$ cat config.mk
export PLATFORM = sky130hd
export DESIGN_NAME = memmap_decoder
export DESIGN_NICKNAME = d
export VERILOG_FILES = /design/src/rtl/memmap_pkg.sv /design/src/rtl/mode_latches.sv /design/src/rtl/region_decoder.sv /design/src/rtl/memmap_decoder.sv
export SDC_FILE = /design/constraint.sdc
export NUM_CORES = 1
export LEC_CHECK = 0
export BUFFER_PORTS_ARGS = -buffer_cell sky130_fd_sc_hd__buf_2
export CORE_AREA = 2 2 39 41
export DETAILED_ROUTE_END_ITERATION = 7
export DIE_AREA = 0 0 41 43
export GPL_ROUTABILITY_DRIVEN = 0
export PLACE_DENSITY_LB_ADDON = 0.12
export SLEW_MARGIN = 10
export SYNTH_ARGS = -nofsm -noshare
export SYNTH_HDL_FRONTEND = slang
export SYNTH_SLANG_ARGS = --single-unit
export TNS_END_PERCENT = 50
$ cat constraint.sdc
create_clock -name clk -period 0.9 [get_ports clk]
set_input_delay 0.045 -clock clk [delete_from_list [all_inputs] [get_ports clk]]
set_output_delay 0.045 -clock clk [all_outputs]
set_load 0.02 [all_outputs]
$ cat src/rtl/memmap_pkg.sv
package memmap_pkg;

    localparam int ADDR_W    = 16;
    localparam int NUM_LATCH = 4;
    localparam int SPD_W     = 2;

    // latch indices
    localparam int LB_PAGE  = 0;
    localparam int LB_SPLIT = 1;
    localparam int LB_FULL  = 2;
    localparam int LB_MAP   = 3;

    // even (clear) address of each latch pair, index 0 in the low word
    localparam logic [NUM_LATCH-1:0][ADDR_W-1:0] LATCH_EVEN =
        {16'hFFDE, 16'hFFD8, 16'hFFD6, 16'hFFD4};

    localparam logic [ADDR_W-1:0] ROM_LO   = 16'h8000;
    localparam logic [ADDR_W-1:0] CART_LO  = 16'hC000;
    localparam logic [ADDR_W-1:0] IO_LO    = 16'hFF00;
    localparam logic [ADDR_W-1:0] SPARE_LO = 16'hFF40;
    localparam logic [ADDR_W-1:0] SPARE_HI = 16'hFF5F;

    typedef struct packed {
        logic all_ram;
        logic page;
        logic full;
        logic split;
    } mode_t;

    typedef struct packed {
        logic ram;
        logic a15;
        logic rom;
        logic cart;
        logic spare;
    } sel_t;

    function automatic logic in_range(input logic [ADDR_W-1:0] a,
                                      input logic [ADDR_W-1:0] lo,
                                      input logic [ADDR_W-1:0] hi);
        return (a >= lo) && (a <= hi);
    endfunction

    function automatic logic pair_hit(input logic [ADDR_W-1:0] a,
                                      input logic [ADDR_W-1:0] even);
        return a[ADDR_W-1:1] == even[ADDR_W-1:1];
    endfunction

endpackage

$ cat src/rtl/mode_latches.sv
module mode_latches
    import memmap_pkg::*;
(
    input  logic                 clk,
    input  logic                 rst,
    input  logic                 bus_en,
    input  logic                 rd_nwr,
    input  logic [ADDR_W-1:0]    addr,
    output logic [NUM_LATCH-1:0] bits
);

    logic wr_strobe;
    assign wr_strobe = bus_en && !rd_nwr;

    for (genvar i = 0; i < NUM_LATCH; i++) begin : g_pair
        always_ff @(posedge clk) begin
            if (rst)
                bits[i] <= 1'b0;
            else if (wr_strobe && pair_hit(addr, LATCH_EVEN[i]))
                bits[i] <= addr[0];
        end
    end

    // no qualified write, no latch movement
    p_hold_r9: assert property (@(posedge clk) disable iff (rst)
        !(bus_en && !rd_nwr) |=> $stable(bits));

    // odd address of the page pair sets the page
    p_page_set_r4: assert property (@(posedge clk) disable iff (rst)
        (bus_en && !rd_nwr && addr == 16'hFFD5) |=> bits[LB_PAGE]);

    // even address of the split pair clears the split bit
    p_split_clr_r8: assert property (@(posedge clk) disable iff (rst)
        (bus_en && !rd_nwr && addr == 16'hFFD6) |=> !bits[LB_SPLIT]);

endmodule

$ cat src/rtl/region_decoder.sv
module region_decoder
    import memmap_pkg::*;
(
    input  logic [ADDR_W-1:0] addr,
    input  mode_t             mode,
    input  logic              slot_dis,
    output sel_t              sel
);

    logic io_area, ram_area, rom_area, cart_area;

    always_comb begin
        io_area   = addr >= IO_LO;
        ram_area  = mode.all_ram ? !io_area : (addr < ROM_LO);
        rom_area  = !mode.all_ram && (addr >= ROM_LO) && (addr < CART_LO);
        cart_area = !mode.all_ram && (addr >= CART_LO) && !io_area;

        sel.ram   = ram_area;
        sel.a15   = ram_area && (mode.all_ram ? addr[ADDR_W-1] : mode.page);
        sel.rom   = rom_area && !slot_dis;
        sel.cart  = cart_area && !slot_dis;
        sel.spare = in_range(addr, SPARE_LO, SPARE_HI);
    end

endmodule

$ cat src/rtl/memmap_decoder.sv
module memmap_decoder
    import memmap_pkg::*;
(
    input  logic              clk,
    input  logic              rst,
    input  logic              bus_en,
    input  logic [15:0]       addr,
    input  logic              rd_nwr,
    input  logic              slot_dis,
    output logic              ram_sel,
    output logic              ram_a15,
    output logic              rom_sel,
    output logic              cart_sel,
    output logic              spare_sel,
    output logic [1:0]        speed
);

    logic [NUM_LATCH-1:0] latch_bits;
    mode_t                mode;
    sel_t                 sel;

    mode_latches u_latches (
        .clk    (clk),
        .rst    (rst),
        .bus_en (bus_en),
        .rd_nwr (rd_nwr),
        .addr   (addr),
        .bits   (latch_bits)
    );

    always_comb begin
        mode.all_ram = latch_bits[LB_MAP];
        mode.page    = latch_bits[LB_PAGE];
        mode.full    = latch_bits[LB_FULL];
        mode.split   = latch_bits[LB_SPLIT];
    end

    region_decoder u_decode (
        .addr     (addr),
        .mode     (mode),
        .slot_dis (slot_dis),
        .sel      (sel)
    );

    assign ram_sel   = sel.ram;
    assign ram_a15   = sel.a15;
    assign rom_sel   = sel.rom;
    assign cart_sel  = sel.cart;
    assign spare_sel = sel.spare;
    assign speed     = {mode.full, mode.split};

    // never two selects together
    p_onehot_r11: assert property (@(posedge clk) disable iff (rst)
        $onehot0({ram_sel, rom_sel, cart_sel, spare_sel}));

    // slot-disable silences internal ROM and cartridge
    p_slot_r10: assert property (@(posedge clk) disable iff (rst)
        slot_dis |-> (!rom_sel && !cart_sel));

    // all-RAM map never selects ROM or cartridge
    p_allram_r5: assert property (@(posedge clk) disable iff (rst)
        latch_bits[LB_MAP] |-> (!rom_sel && !cart_sel));

    // cartridge select only inside its window
    p_cart_win_r6: assert property (@(posedge clk) disable iff (rst)
        cart_sel |-> (addr >= 16'hC000 && addr < 16'hFF00));

    // spare select only inside its range
    p_spare_win_r7: assert property (@(posedge clk) disable iff (rst)
        spare_sel |-> (addr >= 16'hFF40 && addr <= 16'hFF5F));

    // physical A15 only meaningful with RAM selected
    p_a15_r11: assert property (@(posedge clk) disable iff (rst)
        ram_a15 |-> ram_sel);

endmodule

* Word level (Yosys, flattened, before mapping) *
Cells that the tools add are included.

word-level totals
  flip-flop bits (word level) = 4
  bits in latches = 0
  RAM bits = 0
  memory bits (read-only) = 0
  bits of input ports = 21
  output and inout port bits = 7
  word-level logic and storage cells = 34
  memories kept = 0

operators by class
  $add $sub $neg = 0
  $mul = 0
  div/mod/pow operators = 0
  magnitude comparators = 7
  equal/unequal tests = 4
  shifts and indexed selects = 0
  multiplexer cells = 2
  bitwise gates (word level) = 0
  reductions and logical operators = 17

operator list
  cell                                          count
  >= comparator 16 bit (second input constant)  4
  equality test 15 bit (second input constant)  4
  < comparator 16 bit (second input constant)   2
  <= comparator 16 bit (second input constant)  1
  logical AND 1 bit                             13
  logical NOT 1 bit                             4
  two-way mux 1 bit                             2

* Longest topological paths before layout *
Gate-level depths: netlist of the first run.

  word-level depth = 4
  mapped depth = 4
  depth with buffers taken out = 4

* By module *
From an unflattened synthesis of the first run, not the netlist that was laid out.

unflattened totals
  cell total of the unflattened synthesis = 43
  area total of the unflattened synthesis = 347.8 um^2

modules (own cells, without submodules)
  module          times used  cells each  area an instance (um^2)  sequential area each (um^2)
  mode_latches    1           30          250.2                    80.1
  region_decoder  1           13          97.6                     0.0

* Worst setup path after synthesis of the first run *
No wires, ideal clock.

  path type = input to output
  start point = input addr[11]
  end point = output spare_sel
  arrival = 0.905 ns
  data required time = 0.855 ns
  setup slack = -0.050 ns
  cell stages on the path = 3
  cells stage by stage = and4_2 > nand2_1 > nor3b_1

between the ends
  cells in the longest elaborated chain, start to end = 2
  elaborated cells on any way between the ends = 3
  those cells by class = 2 x order compare; 1 x reduce/logical

RTL lines
  element                                                              RTL line              RTL
  start: declaration                                                   memmap_decoder.sv:7   input logic [15:0] addr,
  >= comparator 16 bit / <= comparator 16 bit (equally long branches)  memmap_pkg.sv:41      return (a >= lo) && (a <= hi);
  logical AND 1 bit (*)                                                memmap_pkg.sv:41
  end: declaration                                                     memmap_decoder.sv:14  output logic spare_sel,

Mark *: on every way between the ends. The rest lies on a longest branch, timed or not.

* Worst setup path in the final report of the first run *
  start point = register u_latches.bits[3]
  end point = output cart_sel

between the ends
  cells in the longest elaborated chain, start to end = 4

RTL lines
  element                           RTL line              RTL
  start: declaration                mode_latches.sv:9     output logic [NUM_LATCH-1:0] bits
  start signal: indexed assignment  mode_latches.sv:20    bits[i] <= addr[0];
  logical NOT 1 bit                 region_decoder.sv:16  cart_area = !mode.all_ram && (addr >= CART_LO) && !io_area;
  logical AND 1 bit (2 in a row)    region_decoder.sv:16
  logical AND 1 bit                 region_decoder.sv:21  sel.cart = cart_area && !slot_dis;
  end: declaration                  memmap_decoder.sv:13  output logic cart_sel,

Every way passes these cells.

==> summary.md, run 1 <==
| Metric | Value |
|---|---|
| CP max-delay cell | `dfxtp_2` |
| Area after DPL | `527 um^2` |
| Post-place setup slack | `-0.105 ns` |
| Global route overflow | `0` |
| Final setup skew | `0 ns` |
| RSZ-0062 raised after global routing | `yes` |
| Area Growth Syn to Fin | `69.1%` |
| I/O pins | `28` |
| CP arrival | `1.02 ns` |
| Yosys warnings | `0` |
| Worst r2r src | `u_latches.bits[3]` |
| PwrDens | `906 mW/mm^2` |
| Row count | `14` |
| Largest net degree at the start of global routing | `7` |
| Slew Limit Headroom | `84.5%` |
| CP endpoint kind | `output pin` |
| CP max stage delay | `0.32 ns` |
| Global-route wire length before repair | `1480 um` |
| Chip Width | `41 um` |
| DR vias | `439` |
| Synthesized Nets | `64` |
| Final Cycle Share | `118%` |
| Initial core utilization | `24.9%` |
| Final ANT Viol Nets | `0` |
| Clk slew on worst S/H paths | `0.04 ns` |
| Clock buffer depth | `2` |
| Synth cell types | `22` |
| Crit-path cells | `nor3b_2 -> and3_1 -> buf_6` |
| Setup ws final | `-0.160 ns` |
| Final slew viol count | `0` |
| R2R setup slack | `0.05 ns` |
| Register area share after synthesis | `23.3%` |
| Post-synth top cells | `4 x dfxtp_1, 4 x inv_1, 4 x nand2_1, 3 x a21oi_1, 3 x nor2b_1` |
| Post-route cell area | `582 um^2` |
| Clk_lat worst skew | `0.23 ns` |
| Syn Inst Count | `43` |
| Critical Path RT | `0.85 ns` |
| Crit path launch type | `flip-flop` |
| Number of synthesized flops with an enable pin | `0` |
| Critical path fanouts, max | `3` |
| Cell accounting for the most synthesized area | `dfxtp_1` |
| Setup repair bufs after CTS | `0` |
| Tightest Pin Transition | `0.230 ns` |
| VDD IR max | `520 uV` |
| Clock sinks | `4` |
| Tot GR Track Use | `12.4%` |
| Drt drc | `0` |
| Worst Reg-to-Reg Cells | `3` |
| Die Ht | `43 um` |
| IO buf count | `27` |
| Post-Syn Area | `344 um^2` |
| Critical path's top delay family | `simple AND/OR/NAND/NOR gates` |
| Minimum clock period | `1.06 ns` |
| Via-to-Cell Ratio | `4.77` |
| Largest regs | `u_latches.bits x4` |
| Crit path buffers/inverters | `1` |
| MaxCap Viol Count | `0` |
| Largest Register | `u_latches.bits` |
| Run status | `complete, but fails checks` |
| Syn avg cell area | `8.00 um^2` |
| Post-synth top area share | `23.3%` |
| Drt total wl | `864 um` |
| Count of final setup violators | `4` |
| DIE AREA | `0.00176 mm^2` |
| WHS Endpoint | `u_latches.bits[1]` |
| Post-DP HPWL | `747 um` |
| # nets final | `99` |
| Largest register FFs | `4` |
| Root cell of the clock tree | `clkbuf_4` |
| Core area | `0.00138 mm^2` |
| Synth top area cells | `dfxtp_1 23%, and4_4 6.5%, nor2b_1 5.5%` |
| Diodes inserted | `0` |
| Highest clock rate | `943 MHz` |
| Hold path startpoint | `rst` |
| RR Endpoint | `u_latches.bits[3]` |
| Cts bufs inserted | `3` |
| Critical path class | `reg2out` |
| Per-cell routed wire length | `9.39 um` |
| CTS tree | `done` |
| Async S/R FF share, synth | `0%` |
| Share of cells above drive strength 1 | `61.8%` |
| Pre-antenna DRT Iters | `2` |
| Hold Crit Class | `in2reg` |
| Final hold violations | `0` |
| Main synth FF type | `dfxtp_1` |
| CTS H-Tree Depth | `1` |
| Vias in the first global route | `391` |
| Failing checks | `setup timing` |
| Hold Crit Depth | `2` |
| Starting DRT DRC Count | `6` |
| Leak | `0.291 nW` |
| Initial antenna violation count | `0` |
| #FFs+latches synth | `4` |
## worst reg2reg max path, delay by kind of cell (launching register included)
family          cells  cell delay, ns
compound gates      2            0.36
flops               1            0.34
buf+inv             1            0.07
## power breakdown
group / leakage (nW) / total, mW / internal [mW] / switching, mW
Clock: 0.0138 / 0.225 / 0.149 / 0.0759
Sequential: 0.0327 / 0.178 / 0.178 / 0.000000729
Combinational: 0.245 / 0.124 / 0.0701 / 0.0536
Total: 0.291 / 0.527 / 0.398 / 0.129
## repair_timing
action | in CTS | in global routing
setup endpoints to repair | 5 | 5
pin swaps | 5 | 0
gates resized for setup | 9 | 3
hold buffers | 0 | 0
## cells by family (layout without fill, tap and decap cells)
| family | after synthesis | in the layout | share of synthesized area [%] |
|---|---|---|---|
| AOI/OAI and AO/OA | 9 | 9 | 17.5 |
| buffers and inverters | 6 | 39 | 8.72 |
| DFF | 4 | 4 | 23.3 |
| and+or+nand+nor | 24 | 24 | 50.5 |
## how the worst max path moves through the flow
stage,startpoint,to,slack (ns),cells after the start
2_1_floorplan,u_latches.bits[3],rom_sel,-0.02,2
3_3_place_gp,rd_nwr,u_latches.bits[3],-0.11,5
3_5_place_dp,rd_nwr,u_latches.bits[3],-0.11,5
4_1_cts,u_latches.bits[3],cart_sel,-0.18,3
5_1_grt,u_latches.bits[3],cart_sel,-0.22,3
6_report,u_latches.bits[3],cart_sel,-0.16,3
## layout make-up
type                    count  area (um^2)
fillers                   152          802
multi-input cells          33          250
repair buffers             32          193
flip-flops and latches      4         81.3
clock buffers               3         22.5
well taps                  16         20.0
inverters                   4         15.0
## through the flow
stage                     hold WS (ns)  utilization, %  TNS, ns  total power [mW]  instances
after floorplan                  0.114               -  -0.0171             0.219         43
after global placement           0.298            38.1   -0.333             0.296         89
after detailed placement         0.293            38.1   -0.325             0.296         89
after CTS                       0.0368            41.6   -0.622             0.540         92
after global routing            0.0678            42.0   -0.804             0.560         92
final                           0.0462            42.0   -0.553             0.527         92
## metal layers
layer	track usage (%)	share of wire, %	wire length [um]
met2	17.2	47	403
met1	15.8	47	405
met4	4.00	0	0
met5	0	0	0
met3	6.81	6.4	55
## placed cells by master (no fill, tap or decap), types with 2 or more instances in the layout
cell type,netlist,final
o21ai_0,2,2
buf_4,2,8
a31o_2,2,2
inv_1,4,4
nor3b_2,0,2
nand4_1,2,2
and4_4,2,3
clkbuf_4,0,3
nor2_1,2,2
o41ai_1,2,2
buf_2,0,22
buf_6,0,2
dfxtp_1,4,3
a21oi_1,3,3
nor2b_1,3,2
nand2_1,4,3
Note: power is estimated with default switching activity, not from simulation.
==> inputs of run 2 (changes only) <==
Settings changed: SKIP_CTS_REPAIR_TIMING set to 1.
==> summary.md, run 2 (same netlist as run 1, synthesis figures left out) <==
| Metric | Value |
|---|---|
| Crit path launch type | `flip-flop` |
| Starting DRT DRC Count | `6 (unchanged)` |
| CP arrival | `1.01 ns (about the same)` |
| WL met3 | `63 um (+15%)` |
| Cts bufs inserted | `3 (unchanged)` |
| Largest register FFs | `4 (unchanged)` |
| Drt total wl | `857 um (-0.81%)` |
| Global route overflow | `0 (unchanged)` |
| Crit path buffers/inverters | `1 (unchanged)` |
| DR vias | `437 (-0.46%)` |
| Root cell of the clock tree | `clkbuf_4` |
| Final Power | `0.526 mW (-0.26%)` |
| Per-cell routed wire length | `9.32 um (-0.81%)` |
| Final hold violations | `0 (unchanged)` |
| Tightest Pin Transition | `0.230 ns (unchanged)` |
| Post-DP HPWL | `747 um (unchanged)` |
| DIE AREA | `0.00176 mm^2 (unchanged)` |
| Switching portion of total power | `24.6% (about the same)` |
| Largest regs | `u_latches.bits x4` |
| Final Cycle Share | `118% (about the same)` |
| CTS tree | `done` |
| Post-Route Setup TNS | `-0.541 ns (+0.0118 ns)` |
| Via-to-Cell Ratio | `4.75 (-0.46%)` |
| Die Ht | `43 um (unchanged)` |
| Initial antenna violation count | `0 (unchanged)` |
| MaxCap Viol Count | `0 (unchanged)` |
| Minimum clock period | `1.06 ns (-0.000594 ns)` |
| Failing checks | `setup timing` |
| Core area | `0.00138 mm^2 (unchanged)` |
| Switching pwr | `0.129 mW (-0.21%)` |
| CP endpoint kind | `output pin` |
| Sequential power share | `33.9% (about the same)` |
| Highest clock rate | `944 MHz (about the same)` |
| Hold Crit Class | `in2reg` |
| Int Power | `0.397 mW (-0.27%)` |
| RSZ-0062 raised after global routing | `yes` |
| Tot GR Track Use | `12.2% (-0.20 points)` |
| Run status | `complete, but fails checks` |
| Largest net degree at the start of global routing | `7 (unchanged)` |
| Routed wl met2 | `394 um (-2.2%)` |
| PwrDens | `909 mW/mm^2 (+0.39%)` |
| Most frequent cells in the layout | `22 x buf_2, 9 x buf_4, 4 x inv_1` |
| Vias in the first global route | `381 (-2.6%)` |
| Clk_lat worst skew | `0.23 ns (about the same)` |
| Critical path's top delay family | `simple AND/OR/NAND/NOR gates` |
| Count of final setup violators | `4 (unchanged)` |
| Wire length on met1 | `399 um (-1.5%)` |
| Final slew viol count | `0 (unchanged)` |
| Setup ws final | `-0.160 ns (+0.000594 ns)` |
| Combinational power share | `23.2% (-0.3 points)` |
| VDD IR max | `520 uV (about the same)` |
| Final ANT Viol Nets | `0 (unchanged)` |
| CTS H-Tree Depth | `1 (unchanged)` |
| IO buf count | `27 (unchanged)` |
| Crit-path cells | `nor3b_2 -> and3_1 -> buf_4` |
| Critical Path RT | `0.85 ns (about the same)` |
| Critical path fanouts, max | `3 (unchanged)` |
| Uppermost layer routed | `met3` |
| Diodes inserted | `0 (unchanged)` |
| Clock buffer depth | `2 (unchanged)` |
| Chip Width | `41 um (unchanged)` |
| CP max stage delay | `0.32 ns (about the same)` |
| Share of total power in the clock network | `42.9% (+0.2 points)` |
| Critical path class | `reg2out` |
| Initial core utilization | `24.9% (unchanged)` |
| Global-route wire length before repair | `1450 um (-1.8%)` |
| I/O pins | `28 (unchanged)` |
| Clock sinks | `4 (unchanged)` |
| Pre-antenna DRT Iters | `2 (unchanged)` |
| Commonest non-fill, non-tap cell in the layout | `buf_2` |
| Clk slew on worst S/H paths | `0.04 ns (about the same)` |
| Slew Limit Headroom | `84.5% (unchanged)` |
| # nets final | `99 (unchanged)` |
| Leak | `0.290 nW (-0.37%)` |
| Final setup skew | `0 ns (unchanged)` |
| Row count | `14 (unchanged)` |
| Area Growth Syn to Fin | `68.0%` |
| Drt drc | `0 (unchanged)` |
| CP max-delay cell | `dfxtp_2` |
| Largest Register | `u_latches.bits` |
| Share of cells above drive strength 1 | `61.8% (unchanged)` |
## run 2: cell counts in the layout (fill, tap and decap cells not counted)
Identical to the previous run, type by type.
## run 2: power by group through the flow
| stage | combinational [mW] | clock [mW] | sequential [mW] |
|---|---|---|---|
| after global routing | 0.135 | 0.245 | 0.178 |
| after global placement | 0.115 | 0 | 0.181 |
| after floorplan | 0.0382 | 0 | 0.181 |
| after detailed placement | 0.115 | 0 | 0.181 |
| final | 0.122 | 0.225 | 0.178 |
| after CTS | 0.115 | 0.240 | 0.178 |
## run 2: path summary, 6_finish.rpt
kind	cells after the start	slack (ns)	end	from
setup / recovery	3	-0.16	cart_sel	u_latches.bits[3]
setup reg to reg	3	0.05	u_latches.bits[3]	u_latches.bits[3]
hold reg to reg	3	0.53	u_latches.bits[1]	u_latches.bits[1]
hold / removal	2	0.05	u_latches.bits[1]	rst
## run 2: layout make-up
class	instances	area, um^2
fill	155	806
multi-input combinational	33	250
timing repair buffer	32	189
sequential	4	81.3
clock buffer	3	22.5
tap	16	20.0
inverter	4	15.0
## run 2: routing by layer
metal | global-route usage [%] | vias up
li1 | - | 228
met1 | 15.5 | 196
met2 | 16.9 | 13
met3 | 6.81 | 0
met4 | 4.00 | 0
met5 | 0 | -
## run 2: through the flow
step           cell area [um^2]  setup WS, ns  hold WS [ns]  utilization [%]  std cells
3_3_place_gp                527        -0.107         0.298             38.1         89
2_1_floorplan               349       -0.0171         0.114                -         43
5_1_grt                     578        -0.207        0.0678             41.8         92
3_5_place_dp                527        -0.105         0.293             38.1         89
6_report                    578        -0.160        0.0462             41.8         92
4_1_cts                     549        -0.268        0.0368             39.7         92
## run 2: worst register-to-register path, cell delays in order, from the launching register on
cell and delay, ns:
dfxtp_2 0.34, inv_1 0.07, a31o_2 0.21, a21oi_1 0.15
